### config.mk
export PLATFORM = sky130hd
export DESIGN_NAME = dram_arb_seq
export DESIGN_NICKNAME = d
export VERILOG_FILES = /design/src/rtl/dras_pkg.sv /design/src/rtl/dras_edge_hist.sv /design/src/rtl/dras_req_hold.sv /design/src/rtl/dras_seq.sv /design/src/rtl/dram_arb_seq.sv
export SDC_FILE = /design/constraint.sdc
export NUM_CORES = 1
export LEC_CHECK = 0
export BUFFER_PORTS_ARGS = -buffer_cell sky130_fd_sc_hd__buf_4
export CAP_MARGIN = 20
export CORE_ASPECT_RATIO = 1.25
export CORE_MARGIN = 1.5
export CORE_UTILIZATION = 40
export DETAILED_ROUTE_END_ITERATION = 12
export GPL_ROUTABILITY_DRIVEN = 0
export HOLD_SLACK_MARGIN = 0.08
export RECOVER_POWER = 50
export SLEW_MARGIN = 20
export SYNTH_ARGS = -nofsm -noshare
export SYNTH_HDL_FRONTEND = slang
export SYNTH_SLANG_ARGS = --single-unit
### constraint.sdc
create_clock -name clk -period 3.85 [get_ports clk]
set_clock_uncertainty 0.05 [all_clocks]
set_input_delay 0.77 -clock clk [delete_from_list [all_inputs] [get_ports clk]]
set_output_delay 0.77 -clock clk [all_outputs]
set_load 0.03 [all_outputs]
### src/rtl/dras_pkg.sv
package dras_pkg;
    typedef enum logic [1:0] {
        MUX_ROW = 2'b00,
        MUX_COL = 2'b01,
        MUX_REF = 2'b10
    } mux_sel_e;

    typedef enum logic [1:0] {
        ST_IDLE,
        ST_ACC_RAS,
        ST_ACC_CAS,
        ST_REF
    } seq_st_e;
endpackage

### src/rtl/dras_edge_hist.sv
module dras_edge_hist #(
    parameter int W = 2
) (
    input  logic         clk,
    input  logic         rst_n,
    input  logic [W-1:0] lvl_i,
    output logic [W-1:0] prev_o
);
    logic [W-1:0] lvl_d, lvl_q;

    always_comb begin
        lvl_d = lvl_i;
    end

    always_ff @(posedge clk or negedge rst_n) begin
        if (!rst_n) lvl_q <= '0;
        else        lvl_q <= lvl_d;
    end

    assign prev_o = lvl_q;
endmodule

### src/rtl/dras_req_hold.sv
module dras_req_hold #(
    parameter int BANK_W = 1
) (
    input  logic              clk,
    input  logic              rst_n,
    input  logic              acc_req_i,
    input  logic [BANK_W-1:0] bank_i,
    input  logic              ref_req_i,
    input  logic              acc_take_i,
    input  logic              ref_take_i,
    output logic              acc_pend_o,
    output logic [BANK_W-1:0] bank_o,
    output logic              ref_pend_o
);
    typedef struct packed {
        logic              acc;
        logic [BANK_W-1:0] bank;
        logic              rfs;
    } hold_t;

    hold_t h_d, h_q;

    always_comb begin
        acc_pend_o = h_q.acc | acc_req_i;
        bank_o     = acc_req_i ? bank_i : h_q.bank;
        ref_pend_o = h_q.rfs | ref_req_i;
        h_d.acc    = acc_pend_o & ~acc_take_i;
        h_d.bank   = bank_o;
        h_d.rfs    = ref_pend_o & ~ref_take_i;
    end

    always_ff @(posedge clk or negedge rst_n) begin
        if (!rst_n) h_q <= '0;
        else        h_q <= h_d;
    end
endmodule

### src/rtl/dras_seq.sv
module dras_seq
    import dras_pkg::*;
#(
    parameter int NUM_BANKS    = 2,
    parameter int REF_LEN_BASE = 3
) (
    input  logic                       clk,
    input  logic                       rst_n,
    input  logic                       acc_pend_i,
    input  logic [$clog2(NUM_BANKS)-1:0] bank_i,
    input  logic                       ref_pend_i,
    input  logic                       ale_rise_i,
    input  logic                       stb_rise_i,
    input  logic                       stb_act_i,
    input  logic                       wait_i,
    output logic                       acc_take_o,
    output logic                       ref_take_o,
    output logic [NUM_BANKS-1:0]       ras_n_o,
    output logic                       cas_n_o,
    output logic                       rdy_o,
    output logic [1:0]                 mux_o,
    output logic                       ref_done_o,
    output logic                       tmr_rst_o
);
    localparam int BANK_W = $clog2(NUM_BANKS);
    localparam int CNT_W  = $clog2(REF_LEN_BASE + 2);

    typedef struct packed {
        seq_st_e              st;
        logic [CNT_W-1:0]     cnt;
        logic [NUM_BANKS-1:0] ras_n;
        logic                 cas_n;
        logic                 rdy;
        mux_sel_e             mux;
        logic                 ref_done;
        logic                 tmr_rst;
    } seq_t;

    seq_t s_d, s_q;
    logic [CNT_W-1:0] ref_last;

    function automatic logic [NUM_BANKS-1:0] row_mask(input logic [BANK_W-1:0] b);
        logic [NUM_BANKS-1:0] m;
        for (int i = 0; i < NUM_BANKS; i++) begin
            m[i] = (BANK_W'(i) == b) ? 1'b0 : 1'b1;
        end
        return m;
    endfunction

    always_comb begin
        ref_last   = wait_i ? CNT_W'(REF_LEN_BASE) : CNT_W'(REF_LEN_BASE - 1);
        s_d          = s_q;
        s_d.ref_done = 1'b0;
        s_d.tmr_rst  = 1'b0;
        acc_take_o   = 1'b0;
        ref_take_o   = 1'b0;
        case (s_q.st)
            ST_IDLE: begin
                s_d.rdy = 1'b1;
                if (ref_pend_i) begin
                    ref_take_o  = 1'b1;
                    s_d.st      = ST_REF;
                    s_d.cnt     = '0;
                    s_d.ras_n   = '0;
                    s_d.mux     = MUX_REF;
                    s_d.rdy     = 1'b0;
                    s_d.tmr_rst = 1'b1;
                end else if (acc_pend_i) begin
                    acc_take_o = 1'b1;
                    s_d.st     = ST_ACC_RAS;
                    s_d.ras_n  = row_mask(bank_i);
                    s_d.mux    = MUX_ROW;
                    s_d.rdy    = ~wait_i;
                end
            end
            ST_ACC_RAS: begin
                if (ale_rise_i || stb_rise_i) begin
                    s_d.st    = ST_IDLE;
                    s_d.ras_n = '1;
                    s_d.cas_n = 1'b1;
                    s_d.mux   = MUX_ROW;
                    s_d.rdy   = 1'b1;
                end else begin
                    s_d.rdy = 1'b1;
                    if (stb_act_i) begin
                        s_d.st    = ST_ACC_CAS;
                        s_d.cas_n = 1'b0;
                        s_d.mux   = MUX_COL;
                    end
                end
            end
            ST_ACC_CAS: begin
                s_d.rdy = 1'b1;
                if (ale_rise_i || stb_rise_i) begin
                    s_d.st    = ST_IDLE;
                    s_d.ras_n = '1;
                    s_d.cas_n = 1'b1;
                    s_d.mux   = MUX_ROW;
                end
            end
            ST_REF: begin
                if (s_q.cnt >= ref_last) begin
                    s_d.ref_done = 1'b1;
                    s_d.cnt      = '0;
                    if (acc_pend_i) begin
                        acc_take_o = 1'b1;
                        s_d.st     = ST_ACC_RAS;
                        s_d.ras_n  = row_mask(bank_i);
                        s_d.mux    = MUX_ROW;
                        s_d.rdy    = ~wait_i;
                    end else begin
                        s_d.st    = ST_IDLE;
                        s_d.ras_n = '1;
                        s_d.mux   = MUX_ROW;
                        s_d.rdy   = 1'b1;
                    end
                end else begin
                    s_d.cnt = s_q.cnt + 1'b1;
                    s_d.rdy = 1'b0;
                end
            end
            default: s_d.st = ST_IDLE;
        endcase
    end

    always_ff @(posedge clk or negedge rst_n) begin
        if (!rst_n) begin
            s_q.st       <= ST_IDLE;
            s_q.cnt      <= '0;
            s_q.ras_n    <= '1;
            s_q.cas_n    <= 1'b1;
            s_q.rdy      <= 1'b1;
            s_q.mux      <= MUX_ROW;
            s_q.ref_done <= 1'b0;
            s_q.tmr_rst  <= 1'b0;
        end else begin
            s_q <= s_d;
        end
    end

    assign ras_n_o    = s_q.ras_n;
    assign cas_n_o    = s_q.cas_n;
    assign rdy_o      = s_q.rdy;
    assign mux_o      = s_q.mux;
    assign ref_done_o = s_q.ref_done;
    assign tmr_rst_o  = s_q.tmr_rst;
endmodule

### src/rtl/dram_arb_seq.sv
module dram_arb_seq #(
    parameter int NUM_BANKS    = 2,
    parameter int REF_LEN_BASE = 3,
    parameter int BANK_W       = $clog2(NUM_BANKS)
) (
    input  logic                 clk,
    input  logic                 rst_n,
    input  logic                 ale,
    input  logic                 acc_sel,
    input  logic [BANK_W-1:0]    acc_bank,
    input  logic                 rd_n,
    input  logic                 wr_n,
    input  logic                 ref_req,
    input  logic                 wait_strap,
    output logic [NUM_BANKS-1:0] ras_n,
    output logic                 cas_n,
    output logic                 rdy,
    output logic [1:0]           mux_sel,
    output logic                 ref_done,
    output logic                 tmr_rst
);
    logic [1:0]        hist_prev;
    logic              stb_act, ale_rise, ale_fall, stb_rise;
    logic              acc_req, acc_pend, ref_pend, acc_take, ref_take;
    logic [BANK_W-1:0] bank_sel;

    assign stb_act  = ~(rd_n & wr_n);
    assign ale_rise = ale & ~hist_prev[0];
    assign ale_fall = ~ale & hist_prev[0];
    assign stb_rise = ~stb_act & hist_prev[1];
    assign acc_req  = ale_fall & acc_sel;

    dras_edge_hist #(.W(2)) u_hist (
        .clk    (clk),
        .rst_n  (rst_n),
        .lvl_i  ({stb_act, ale}),
        .prev_o (hist_prev)
    );

    dras_req_hold #(.BANK_W(BANK_W)) u_hold (
        .clk        (clk),
        .rst_n      (rst_n),
        .acc_req_i  (acc_req),
        .bank_i     (acc_bank),
        .ref_req_i  (ref_req),
        .acc_take_i (acc_take),
        .ref_take_i (ref_take),
        .acc_pend_o (acc_pend),
        .bank_o     (bank_sel),
        .ref_pend_o (ref_pend)
    );

    dras_seq #(.NUM_BANKS(NUM_BANKS), .REF_LEN_BASE(REF_LEN_BASE)) u_seq (
        .clk        (clk),
        .rst_n      (rst_n),
        .acc_pend_i (acc_pend),
        .bank_i     (bank_sel),
        .ref_pend_i (ref_pend),
        .ale_rise_i (ale_rise),
        .stb_rise_i (stb_rise),
        .stb_act_i  (stb_act),
        .wait_i     (wait_strap),
        .acc_take_o (acc_take),
        .ref_take_o (ref_take),
        .ras_n_o    (ras_n),
        .cas_n_o    (cas_n),
        .rdy_o      (rdy),
        .mux_o      (mux_sel),
        .ref_done_o (ref_done),
        .tmr_rst_o  (tmr_rst)
    );
endmodule

==> flow_summary.yaml <==
outcome:
  status: "finished, final reports clean"
finish:
  fill_cells: 227
  nNetsFinal: 125
  final_cells: 142
  area_growth_pct: 14.1
  drive_gt1_frac: 0.330
  antenna_cells: 0
floorplan:
  start_util: 0.427
  fp.coreArea_um2: 2480
  dieArea_um2: 2960
  ios: 17
  fp-row-count: 20
  fp.dieH_um: 60.5
  die_w_um: 49.0
place:
  dp_cells: 138
  dpl.hpwl_um: 1570
  pre_cts_ws_ns: 1.40
  io_buffers: 16
synth:
  synthAdderAreaFrac: 0.0710
  muxShareOfSynthArea: 0.0769
  ys_seq_elements: 18
  synthTopCellsByCount: "dfrtp_1 (14), inv_1 (8), nor2_1 (8)"
  synth_simple_gate_area_frac: 0.205
  syn_avg_cell_area_um2: 11.2
  synth_xor_area_frac: 0
  async_flop_share: 1.00
  yosys_warnings: 0
  yosysMostFrequentCell: "dfrtp_1"
  synthTopCellsByArea: "dfrtp_1 (33%), dfstp_2 (9.9%), ha_1 (7.1%)"
  syn_nets: 109
  synth_top_cell_area_share: 0.331
  ys_types: 41
  synth_compound_area_frac: 0.153
  syn_area_um2: 1060
  synth_edf_count: 0
  synth_top_family_by_area: "simple AND/OR/NAND/NOR gates"
  synth_ff_type: "dfrtp_1"
  seq_area_frac_synth: 0.431
  synth_top_area_cell: "dfrtp_1"
  syn_inst: 94
timing:
  whs_ns: 0.423
  setup-tns-final_ns: 0
  finalSetupViolations: 0
  slew_headroom: 0.370
  fin_ws_ns: 1.73
  period_needed_ns: 2.12
  worstMarginPinSlew_ns: 0.945
  final_hold_viol_count: 0
  rsz0062_at_grt: "no"
  slew_viol_final: 0
  clock.fmax_ghz: 0.471
  fin_crit_sh: 0.551
clock_tree:
  clkLatencyLatePin_ns: 0.31
  cts_root_buffer: "clkbuf_4"
  cts_resized: 0
  cts_buffers: 3
  cts_buffer_depth: 2
  cts_sinks: 18
  clk_pin_slew_ns: 0.10
  tritoncts: "yes"
  cts_max_level: 1
  post_cts_buffers: 0
  cts.hold.buffers_added: 0
global_routing:
  overflow: 0
  grt_max_degree: 19
  track_usage: 0.153
  grt_pass1_wl_um: 3350
  antenna_found_initial: 0
  grt_pass1_vias: 758
worst_setup_path:
  rr_startpoint: "u_seq.s_q[11]"
  endpoint_kind: "register"
  path_buf_inv: 1
  max_stage_delay_ns: 0.34
  crit_fanout: 4
  startpoint_type: "input pin"
  setup.worst_path.class: "input pin to register"
  path_cells: "buf_4, ha_1, or2b_2, a211oi_2, nor4_4, mux2_4"
  reg2reg_to: "u_seq.ras_n_o[1]"
  worstPathRequired_ns: 4.00
  ff2ff_path_depth: 6
  crit_slowest_cell: "a211oi_2"
  ff2ff_setup_slack_ns: 1.74
  critPathArrivalTime_ns: 2.27
  cpLargestDelayFamily: "simple AND/OR/NAND/NOR gates"
routing:
  ant_nets: 0
  wl_per_cell_um: 14.1
  dr.pass1.iters: 4
  vias: 758
  viasPerCell: 5.34
  drtIter0Drc: 36
  drc: 0
  drt-total-wl_um: 2000
hold_path:
  hold_end: "u_seq.cas_n_o"
  hold_depth: 2
  min_path_type: "register to register"
  hold_path_startpoint: "u_seq.cas_n_o"
power:
  power_density_nw_per_um2: 817
  p_leak_nw: 0.585
  vdd_drop_max_mv: 0.324
run:
  cap_violations: 0
## worst register-to-register path, cell delays in order, from the launching register on
cell and delay (ns):
dfrtp_1 0.44, inv_1 0.10, ha_1 0.28, or3b_4 0.45
or3_4 0.35, nand3_2 0.09, mux2_4 0.29
## where the power goes
| group | internal, mW | switching (mW) |
|---|---|---|
| registers | 0.273 | 0.0509 |
| logic | 0.246 | 0.295 |
| clock network | 0.0579 | 0.0622 |
## state kept, by name, indices dropped and copies added (netlist names)
name / flops
u_seq.s_q: 5
u_hold.h_q: 3
u_hist.prev_o: 2
u_seq.mux_o: 2
u_seq.ras_n_o: 2
u_seq.cas_n_o: 1
u_seq.rdy_o: 1
u_seq.ref_done_o: 1
u_seq.tmr_rst_o: 1
## placed cells by master (no fill, tap or decap), types with 2 or more instances in the layout
master    Yosys  final
o31ai_1       2      2
o21ai_0       4      5
a22o_1        2      2
ha_1          6      6
dfrtp_1      14     14
a41oi_1       2      2
a21oi_1       2      2
nand2_1       6      6
mux2_4        4      4
nor2_1        8      8
inv_1         8      8
buf_4         4     13
clkbuf_1      0      2
dfstp_2       4      4
clkbuf_4      1      4
## routing by layer
layer	vias to the layer above	track usage	share of wire
met5	-	0	0
met3	5	0.0222	0.032
met2	17	0.264	0.48
met4	0	0.0980	0.028
li1	373	-	-
met1	363	0.184	0.46
## through the flow
| step | utilization | power [mW] | instance area [um2] |
|---|---|---|---|
| after floorplan | - | 0.752 | 1060 |
| after global placement | 0.477 | 0.861 | 1180 |
| after detailed placement | 0.477 | 0.874 | 1180 |
| after CTS | 0.491 | 0.995 | 1220 |
| after global routing | 0.487 | 1.05 | 1210 |
| final | 0.487 | 0.985 | 1210 |
## cell type report
| class | instances | area, um2 | area share |
|---|---|---|---|
| multi-input cells | 63 | 531 | 0.440 |
| flip-flops and latches | 18 | 455 | 0.378 |
| repair buffers | 16 | 113 | 0.0934 |
| well taps | 33 | 41.3 | 0.0342 |
| clock buffers | 4 | 36.3 | 0.0301 |
| inverters | 8 | 30.0 | 0.0249 |
## logic make-up (layout without fill, tap and decap cells)
group | Yosys count | count (layout)
simple gates | 30 | 30
compound gates | 21 | 21
flops | 18 | 18
buf+inv | 13 | 28
fa+ha+maj | 6 | 6
mux | 6 | 6
## how the worst max path moves through the flow
| stage | startpoint | endpoint | slack, ns | depth (start not counted) |
|---|---|---|---|---|
| 6_report | wait_strap | u_seq.s_q[11] | 1.73 | 6 |
| 5_1_grt | u_seq.s_q[11] | u_seq.mux_o[1] | 1.66 | 6 |
| 4_1_cts | wait_strap | u_seq.s_q[11] | 1.73 | 6 |
| 3_5_place_dp | wait_strap | u_seq.s_q[11] | 1.40 | 6 |
| 3_3_place_gp | wait_strap | u_seq.mux_o[0] | 1.42 | 6 |
| 2_1_floorplan | wait_strap | u_seq.mux_o[0] | 1.61 | 5 |
Power figures use the tool's default switching activity.
